<file path="src/rtl/swb_pkg.sv">
package swb_pkg;
   localparam int ST_RX_READY = 0;
   localparam int ST_TX_EMPTY = 1;
   localparam int ST_OVERRUN  = 2;
   localparam int ST_USED     = 3;

   typedef struct packed {
      logic overrun;
      logic tx_empty;
      logic rx_ready;
   } swb_flags_t;
endpackage

</file>
<file path="src/rtl/swb_tx_hold.sv">
module swb_tx_hold #(
   parameter int DATA_W = 16,
   parameter int BYTE_W = 8,
   localparam int NLANE = DATA_W / BYTE_W
) (
   input  logic              clk,
   input  logic              rst_n,
   input  logic              en,
   input  logic [NLANE-1:0]  lane_we,
   input  logic [BYTE_W-1:0] wdata,
   input  logic              load,
   output logic [DATA_W-1:0] txword,
   output logic              tx_empty,
   output logic              tx_irq
);
   logic [DATA_W-1:0] hold_q;

   for (genvar i = 0; i < NLANE; i++) begin : g_lane
      always_ff @(posedge clk or negedge rst_n) begin
         if (!rst_n)          hold_q[i*BYTE_W +: BYTE_W] <= '0;
         else if (!en)        hold_q[i*BYTE_W +: BYTE_W] <= '0;
         else if (lane_we[i]) hold_q[i*BYTE_W +: BYTE_W] <= wdata;
      end
   end

   always_ff @(posedge clk or negedge rst_n) begin
      if (!rst_n) begin
         tx_empty <= 1'b1;
         tx_irq   <= 1'b0;
      end else if (!en) begin
         tx_empty <= 1'b1;
         tx_irq   <= 1'b0;
      end else begin
         tx_irq <= load;
         if (load)            tx_empty <= 1'b1;
         else if (lane_we[0]) tx_empty <= 1'b0;
      end
   end

   assign txword = hold_q;

   AST_TX_DISABLE_EMPTY: assert property (@(posedge clk) disable iff (!rst_n) !en |=> tx_empty && !tx_irq);
   AST_TX_LOW_WRITE_CLEARS: assert property (@(posedge clk) disable iff (!rst_n) en && lane_we[0] && !load |=> !tx_empty);
   AST_TX_HIGH_WRITE_KEEPS: assert property (@(posedge clk) disable iff (!rst_n) en && lane_we[NLANE-1] && !lane_we[0] && !load |=> $stable(tx_empty));
   AST_TX_LOAD_IRQ: assert property (@(posedge clk) disable iff (!rst_n) en && load |=> tx_empty && tx_irq);
   AST_TX_IRQ_ONE_SHOT: assert property (@(posedge clk) disable iff (!rst_n) en && !load |=> !tx_irq);
   AST_TX_SET_WINS: assert property (@(posedge clk) disable iff (!rst_n) en && load && lane_we[0] |=> tx_empty);
endmodule

</file>
<file path="src/rtl/swb_rx_hold.sv">
module swb_rx_hold #(
   parameter int DATA_W = 16
) (
   input  logic              clk,
   input  logic              rst_n,
   input  logic              en,
   input  logic              master,
   input  logic              done,
   input  logic [DATA_W-1:0] rxword,
   input  logic              rd_low,
   input  logic              stat_wr,
   output logic [DATA_W-1:0] rxbuf,
   output logic              rx_ready,
   output logic              overrun
);
   logic take, ovr_evt;

   assign ovr_evt = done && rx_ready;
   assign take    = done && (master || !rx_ready);

   always_ff @(posedge clk or negedge rst_n) begin
      if (!rst_n) begin
         rxbuf    <= '0;
         rx_ready <= 1'b0;
         overrun  <= 1'b0;
      end else if (!en) begin
         rxbuf    <= '0;
         rx_ready <= 1'b0;
         overrun  <= 1'b0;
      end else begin
         if (take) rxbuf <= rxword;
         if (done)        rx_ready <= 1'b1;
         else if (rd_low) rx_ready <= 1'b0;
         if (ovr_evt)                overrun <= 1'b1;
         else if (rd_low || stat_wr) overrun <= 1'b0;
      end
   end

   AST_RX_DISABLE_CLEAR: assert property (@(posedge clk) disable iff (!rst_n) !en |=> !rx_ready && !overrun && rxbuf == '0);
   AST_RX_DONE_READY: assert property (@(posedge clk) disable iff (!rst_n) en && done |=> rx_ready);
   AST_RX_HIGH_READ_KEEPS: assert property (@(posedge clk) disable iff (!rst_n) en && !done && !rd_low && !stat_wr |=> $stable(rx_ready) && $stable(overrun));
   AST_RX_MASTER_OVERWRITE: assert property (@(posedge clk) disable iff (!rst_n) en && done && master |=> rxbuf == $past(rxword));
   AST_RX_SLAVE_KEEPS: assert property (@(posedge clk) disable iff (!rst_n) en && done && !master && rx_ready |=> $stable(rxbuf) && overrun);
   AST_RX_STATUS_WRITE: assert property (@(posedge clk) disable iff (!rst_n) en && stat_wr && !done && !rd_low |=> !overrun && $stable(rx_ready));
endmodule

</file>
<file path="src/rtl/swb_read_mux.sv">
module swb_read_mux
   import swb_pkg::*;
#(
   parameter int DATA_W = 16,
   parameter int BYTE_W = 8,
   parameter int ADDR_W = 2,
   localparam int NLANE = DATA_W / BYTE_W
) (
   input  logic [ADDR_W-1:0] addr,
   input  logic [DATA_W-1:0] rxbuf,
   input  swb_flags_t        flags,
   output logic [BYTE_W-1:0] rdata
);
   logic [BYTE_W-1:0] status;

   always_comb begin
      status              = '0;
      status[ST_RX_READY] = flags.rx_ready;
      status[ST_TX_EMPTY] = flags.tx_empty;
      status[ST_OVERRUN]  = flags.overrun;
   end

   always_comb begin
      rdata = '0;
      for (int i = 0; i < NLANE; i++)
         if (addr == ADDR_W'(i)) rdata = rxbuf[i*BYTE_W +: BYTE_W];
      if (addr == ADDR_W'(NLANE)) rdata = status;
   end
endmodule

</file>
<file path="src/rtl/spi_word_buffers.sv">
module spi_word_buffers
   import swb_pkg::*;
#(
   parameter int DATA_W = 16,
   parameter int BYTE_W = 8,
   parameter int ADDR_W = 2
) (
   input  logic              clk,
   input  logic              rst_n,
   input  logic              blk_en,
   input  logic              master_mode,
   input  logic [ADDR_W-1:0] bus_addr,
   input  logic              bus_wr,
   input  logic              bus_rd,
   input  logic [BYTE_W-1:0] bus_wdata,
   output logic [BYTE_W-1:0] bus_rdata,
   input  logic              eng_load,
   output logic [DATA_W-1:0] eng_txword,
   input  logic              eng_done,
   input  logic [DATA_W-1:0] eng_rxword,
   output logic              tx_irq
);
   localparam int NLANE     = DATA_W / BYTE_W;
   localparam int STAT_ADDR = NLANE;

   if (DATA_W % BYTE_W != 0) begin : g_bad_width
      $error("DATA_W must be a whole number of bytes");
   end
   if (NLANE < 2) begin : g_bad_lanes
      $error("need at least two byte lanes");
   end
   if (BYTE_W < ST_USED) begin : g_bad_byte
      $error("byte too narrow for status bits");
   end
   if ((1 << ADDR_W) <= STAT_ADDR) begin : g_bad_addr
      $error("ADDR_W too small to reach status byte");
   end

   logic [NLANE-1:0] lane_we;
   logic             rd_low, stat_wr;
   logic [DATA_W-1:0] rxbuf;
   swb_flags_t       flags;

   for (genvar i = 0; i < NLANE; i++) begin : g_dec
      assign lane_we[i] = bus_wr && (bus_addr == ADDR_W'(i));
   end
   assign rd_low  = bus_rd && (bus_addr == '0);
   assign stat_wr = bus_wr && (bus_addr == ADDR_W'(STAT_ADDR));

   swb_tx_hold #(.DATA_W(DATA_W), .BYTE_W(BYTE_W)) u_tx (
      .clk(clk), .rst_n(rst_n), .en(blk_en), .lane_we(lane_we),
      .wdata(bus_wdata), .load(eng_load), .txword(eng_txword),
      .tx_empty(flags.tx_empty), .tx_irq(tx_irq)
   );

   swb_rx_hold #(.DATA_W(DATA_W)) u_rx (
      .clk(clk), .rst_n(rst_n), .en(blk_en), .master(master_mode),
      .done(eng_done), .rxword(eng_rxword), .rd_low(rd_low),
      .stat_wr(stat_wr), .rxbuf(rxbuf), .rx_ready(flags.rx_ready),
      .overrun(flags.overrun)
   );

   swb_read_mux #(.DATA_W(DATA_W), .BYTE_W(BYTE_W), .ADDR_W(ADDR_W)) u_mux (
      .addr(bus_addr), .rxbuf(rxbuf), .flags(flags), .rdata(bus_rdata)
   );

   AST_STROBES_EXCLUSIVE: assert property (@(posedge clk) disable iff (!rst_n) $onehot0({lane_we, stat_wr}));
   AST_READ_DONE_SET_WINS: assert property (@(posedge clk) disable iff (!rst_n) blk_en && eng_done && rd_low |=> flags.rx_ready);
endmodule

</file>
<file path="config.mk">
export PLATFORM = sky130hd
export DESIGN_NAME = spi_word_buffers
export DESIGN_NICKNAME = d
export VERILOG_FILES = /design/src/rtl/swb_pkg.sv /design/src/rtl/swb_tx_hold.sv /design/src/rtl/swb_rx_hold.sv /design/src/rtl/swb_read_mux.sv /design/src/rtl/spi_word_buffers.sv
export SDC_FILE = /design/constraint.sdc
export NUM_CORES = 1
export LEC_CHECK = 0
export BUFFER_PORTS_ARGS = -buffer_cell sky130_fd_sc_hd__clkbuf_2
export CORE_UTILIZATION = 48
export DETAILED_ROUTE_END_ITERATION = 16
export GPL_ROUTABILITY_DRIVEN = 0
export GPL_TIMING_DRIVEN = 0
export HOLD_SLACK_MARGIN = 0.15
export PLACE_DENSITY_LB_ADDON = 0.05
export SLEW_MARGIN = 20
export SYNTH_ARGS = -nofsm -noshare
export SYNTH_HDL_FRONTEND = slang
export SYNTH_SLANG_ARGS = --single-unit
</file>
<file path="constraint.sdc">
create_clock -name clk -period 1.8 [get_ports clk]
set_clock_uncertainty 0.2 [all_clocks]
set_input_delay 0.18 -clock clk [delete_from_list [all_inputs] [get_ports clk]]
set_output_delay 0.18 -clock clk [all_outputs]
set_load 0.02 [all_outputs]
</file>
### Yosys cells after proc, flatten, opt, wreduce, memory -nomap -nowiden

Cells that the tools add are included.

| cells by class | value |
|---|---|
| eq/ne operators | 8 |
| reductions and logical operators | 10 |
| multiplexer cells | 19 |

Operator list:

| cell | number |
|---|---|
| 8-bit two-way mux | 7 |
| 16-bit two-way mux | 2 |
| 1-bit two-way mux | 10 |
| 3-bit by 1-bit inequality test with 1-bit output (second input constant) | 3 |
| 1-bit logical AND | 6 |
| 2-bit by 1-bit inequality test with 1-bit output (second input constant) | 3 |
| 2-bit by 1-bit == test with 1-bit output (second input constant) | 1 |
| 2-bit == test (second input constant) | 1 |
| 2-bit zero test | 1 |
| 1-bit logical OR | 2 |
| 1-bit zero test | 1 |

| storage, ports and cells | value |
|---|---|
| register bits after elaboration | 36 |

### Logic depth before layout (Yosys ltp)

| logic depth | value |
|---|---|
| word-level depth | 6 |
| gate-level depth with buffers | 5 |

### Modules after synthesis

Synthesis repeated with hierarchy kept, for this count alone.

| second synthesis, totals | value |
|---|---|
| cells, all modules | 158 |
| area total of the unflattened synthesis | 1788.0 µm² |

Modules (own cells, without submodules):

| module | area each (µm²) | cells an instance | seq. area each (µm²) | instances |
|---|---|---|---|---|
| swb_rx_hold | 828.3 | 79 | 450.4 | 1 |
| swb_tx_hold | 765.7 | 56 | 451.7 | 1 |
| swb_read_mux | 161.4 | 19 | 0.0 | 1 |
| spi_word_buffers | 32.5 | 4 | 0.0 | 1 |

### Worst setup path before layout

OpenSTA, ideal clock, no wires.

| timing path | value |
|---|---|
| path kind | flip-flop to flip-flop |
| from | register u_rx.rx_ready |
| to | register u_rx.rxbuf[10] |
| setup time | 0.121 ns |
| slack | 0.406 ns |
| cell stages (with the launch flop) | 6 |
| required time | 1.479 ns |
| arrival | 1.073 ns |
| buffers on the path | 2 |
| cell sequence | dfrtp_1 > nand2b_1 > and3_1 > buf_6 > buf_6 > a22o_1 |

| on the way | value |
|---|---|
| cells in the longest elaborated chain, start to end | 4 |

RTL lines:

| what | line | text |
|---|---|---|
| start, declared | swb_rx_hold.sv:13 | `output logic rx_ready,` |
| start signal, assigned | swb_rx_hold.sv:24 | `rx_ready <= 1'b0;` |
| start signal, assigned | swb_rx_hold.sv:28 | `rx_ready <= 1'b0;` |
| start signal, assigned | swb_rx_hold.sv:32 | `if (done) rx_ready <= 1'b1;` |
| 1-bit zero test | swb_rx_hold.sv:19 | `assign take = done && (master \|\| !rx_ready);` |
| 1-bit logical OR | swb_rx_hold.sv:19 |  |
| 1-bit logical AND | swb_rx_hold.sv:19 |  |
| 2-bit by 1-bit inequality test with 1-bit output (no line) | -- |  |
| end signal, assigned | swb_rx_hold.sv:31 | `if (take) rxbuf <= rxword;` |
| end, declared | swb_rx_hold.sv:12 | `output logic [DATA_W-1:0] rxbuf,` |

No other way between the ends.
A chain may end at the register's enable or synchronous reset.

### Worst setup path after layout

| timing path | value |
|---|---|
| from | input port bus_addr[1] |
| to | output port bus_rdata[1] |

| on the way | value |
|---|---|
| cells in the longest elaborated chain, start to end | 4 |
| elaborated cells between the ends (all ways) | 6 |
| those cells by class | eq/ne (2); mux (3); reduce/logical (1) |

RTL lines:

| what | line | text |
|---|---|---|
| start, declared | spi_word_buffers.sv:12 | `input logic [ADDR_W-1:0] bus_addr,` |
| 2-bit zero test | swb_read_mux.sv:26 | `if (addr == ADDR_W'(i)) rdata = rxbuf[i*BYTE_W +: BYTE_W];` |
| 8-bit two-way mux (2 in a row) | swb_read_mux.sv:26 |  |
| 8-bit two-way mux * | swb_read_mux.sv:27 | `if (addr == ADDR_W'(NLANE)) rdata = status;` |
| end, declared | spi_word_buffers.sv:16 | `output logic [BYTE_W-1:0] bus_rdata,` |

Mark *: on every way between the ends. The rest lies on a longest branch, timed or not.

==> flow_metrics.env <==
export IMPL_core_area_um2=3080
export IMPL_syn2layout_area_growth_pct=45.2
export IMPL_wl_per_cell_um=14.0
export IMPL_synth_top_family_by_area="compound AO/OA/AOI/OAI gates"
export IMPL_utilization_pct=74.5
export IMPL_fp_dieH_um=59.4
export IMPL_ys_types=23
export IMPL_path_clk_slew_ps=110
export IMPL_synthMuxAreaShare_pct=5.71
export IMPL_num_nets_final=268
export IMPL_drt_vias_per_instance=5.22
export IMPL_syn_area_per_cell_um2=11.4
export IMPL_dp_hpwl_um=2560
export IMPL_grt_pass1_vias=1349
export IMPL_insertion_delay_ps=340
export IMPL_max_cap_violations=0
export IMPL_max_clock_path_buffers=2
export IMPL_preCtsSetupSlack_ps=124
export IMPL_synth_nets=172
export IMPL_rsz0062_at_grt="no"
export IMPL_hold_viol=0
export IMPL_io_buffers=58
export IMPL_synthCells=138
export IMPL_synth_xor_area_share_pct=0
export IMPL_grt_remaining_overflow=0
export IMPL_relSlewSlack_pct=41.2
export IMPL_drt_initial_drc_count=59
export IMPL_ys_ff_latch=36
export IMPL_die_w_um=59.4
export IMPL_finalSetupViolations=0
export IMPL_drv_slew=0
export IMPL_seq_area_frac_synth_pct=57.1
export IMPL_drc_errors=0
export IMPL_ctsResizeCount=0
export IMPL_synthAdderAreaFrac_pct=0
export IMPL_setup_slack_ps=155
export IMPL_start_util_pct=51.3
export IMPL_first_pass_iters=4
export IMPL_netlist_area_um2=1580
export IMPL_worst_slew_pin_slew_ps=882
export IMPL_fp_row_count=20
export IMPL_cp_max_fo=10
export IMPL_power_density_nw_per_um2=704
export IMPL_arrival_ps=1270
export IMPL_antenna_cells=0
export IMPL_h_tree_depth=2
export IMPL_layout_common_cells="clkbuf_2 (58), dfrtp_1 (35), dlygate4sd3_1 (31)"
export IMPL_wl_um=3900
export IMPL_cts_tree="done"
export IMPL_layout_commonest_cell="clkbuf_2"
export IMPL_fin_crit_ps=1650
export IMPL_cts_sinks=36
export IMPL_status="completed"
export IMPL_ant_nets=0
export IMPL_grt_max_degree=37
export IMPL_yosysWarnings=0
export IMPL_die_area_um2=3520
export IMPL_grt_pass1_wl_um=6120
export IMPL_ioPinCount=59
export IMPL_vias=1455
export IMPL_antenna_found_initial=0
export IMPL_root_buffer="clkbuf_4"
export IMPL_leakage_nw=1.16
export IMPL_path_class="input pin to output port"
export IMPL_grt_total_usage_pct=24.3
export IMPL_post_route_period_util_pct=91.4
export IMPL_fin_setup_tns_ps=0
export IMPL_ir_worst_vdd_mv=0.580
export IMPL_drive_gt1_share_pct=35.7
export IMPL_cts_inserted_buffers=5
export IMPL_required_ps=1420
export IMPL_yosys_area_share_simple_pct=13.7
export IMPL_synth_compound_area_share_pct=18.6
export IMPL_endpoint_kind="output port"
export IMPL_crit_path_start_kind="input pin"
export IMPL_max_freq_mhz=608
export IMPL_hold_path_class="input pin to register"
worst max-delay path: stages:
cell and delay, ps:
clkbuf_2 100, clkbuf_1 330, nor2b_1 260, nand2_1 70, o21ai_0 100, clkbuf_2 220
layer usage:
layer	up-vias	routed length [um]	global-route usage (%)
met5	-	0	0
li1	690	-	-
met4	0	90	12.6
met2	48	1750	35.5
met3	12	155	4.80
met1	705	1900	34.4
what timing repair did:
| item | CTS | global route |
|---|---|---|
| setup buffers | 0 | 0 |
| hold buffers | 31 | 0 |
| hold endpoints to repair | 71 | 0 |
cell type report:
class	count	area, um^2
fill	223	785
multi-input combinational	91	601
timing repair buffer	89	601
tap	44	55.1
clock buffer	8	58.8
buffer	11	76.3
sequential	36	902
logic make-up after synthesis:
group | Yosys count
flip-flops | 36
buffers and inverters | 11
AO/OA/AOI/OAI | 39
AND/OR/NAND/NOR | 43
multiplexers | 9
state kept, by name, indices dropped and copies added, names as in the netlist:
name	cells
u_rx.overrun	1
u_tx.txword	16
u_rx.rxbuf	16
u_rx.rx_ready	1
u_tx.tx_empty	1
u_tx.tx_irq	1
cell usage after synthesis (all sizes together):
| cell type | count | area (um^2) |
|---|---|---|
| dfrtp | 35 | 876 |
| o21ai | 21 | 135 |
| a22o | 16 | 140 |
| nand3 | 16 | 85.1 |
| nand2 | 13 | 51.3 |
| mux2i | 9 | 90.1 |
| buf | 8 | 65.1 |
| nor2 | 6 | 22.5 |
| clkbuf | 3 | 11.3 |
| a21boi | 2 | 18.8 |
| nand3b | 2 | 15.0 |
| and2 | 1 | 6.26 |
| and3 | 1 | 6.26 |
| dfstp | 1 | 26.3 |
| nand2b | 1 | 6.26 |
| nor2b | 1 | 6.26 |
| nor4b | 1 | 8.76 |
| or3b | 1 | 8.76 |
metrics by stage:
step	std cells	power [mW]	instance area, um^2	hold slack [ps]
6_report	279	1.61	2290	176
3_3_place_gp	240	1.11	1920	119
2_1_floorplan	138	1.01	1580	-316
5_1_grt	279	1.68	2290	191
4_1_cts	279	1.62	2290	165
3_5_place_dp	240	1.12	1920	142
worst paths after layout:
path,start,to,slack (ps),cells past startpoint
setup reg to reg,u_rx.rx_ready$_DFFE_PN0P_,u_rx.rxbuf[4]$_DFFE_PN0P_,230,4
setup / recovery,bus_addr[1],bus_rdata[1],150,6
min in group asynchronous,rst_n,u_rx.rxbuf[12]$_DFFE_PN0P_,280,2
hold reg to reg,u_tx.tx_empty$_DFFE_PN1P_,u_tx.tx_empty$_DFFE_PN1P_,300,2
hold / removal,master_mode,u_rx.rxbuf[1]$_DFFE_PN0P_,180,4
max in group asynchronous,rst_n,u_rx.rxbuf[2]$_DFFE_PN0P_,570,2
where the power goes:
| part | leakage, nW | total (mW) | internal, mW | switching [mW] |
|---|---|---|---|---|
| sequential | 0.484 | 0.871 | 0.847 | 0.0243 |
| combinational | 0.647 | 0.288 | 0.141 | 0.148 |
| clock | 0.0326 | 0.455 | 0.193 | 0.262 |
| total | 1.16 | 1.61 | 1.18 | 0.434 |
Power figures use the tool's default switching activity.
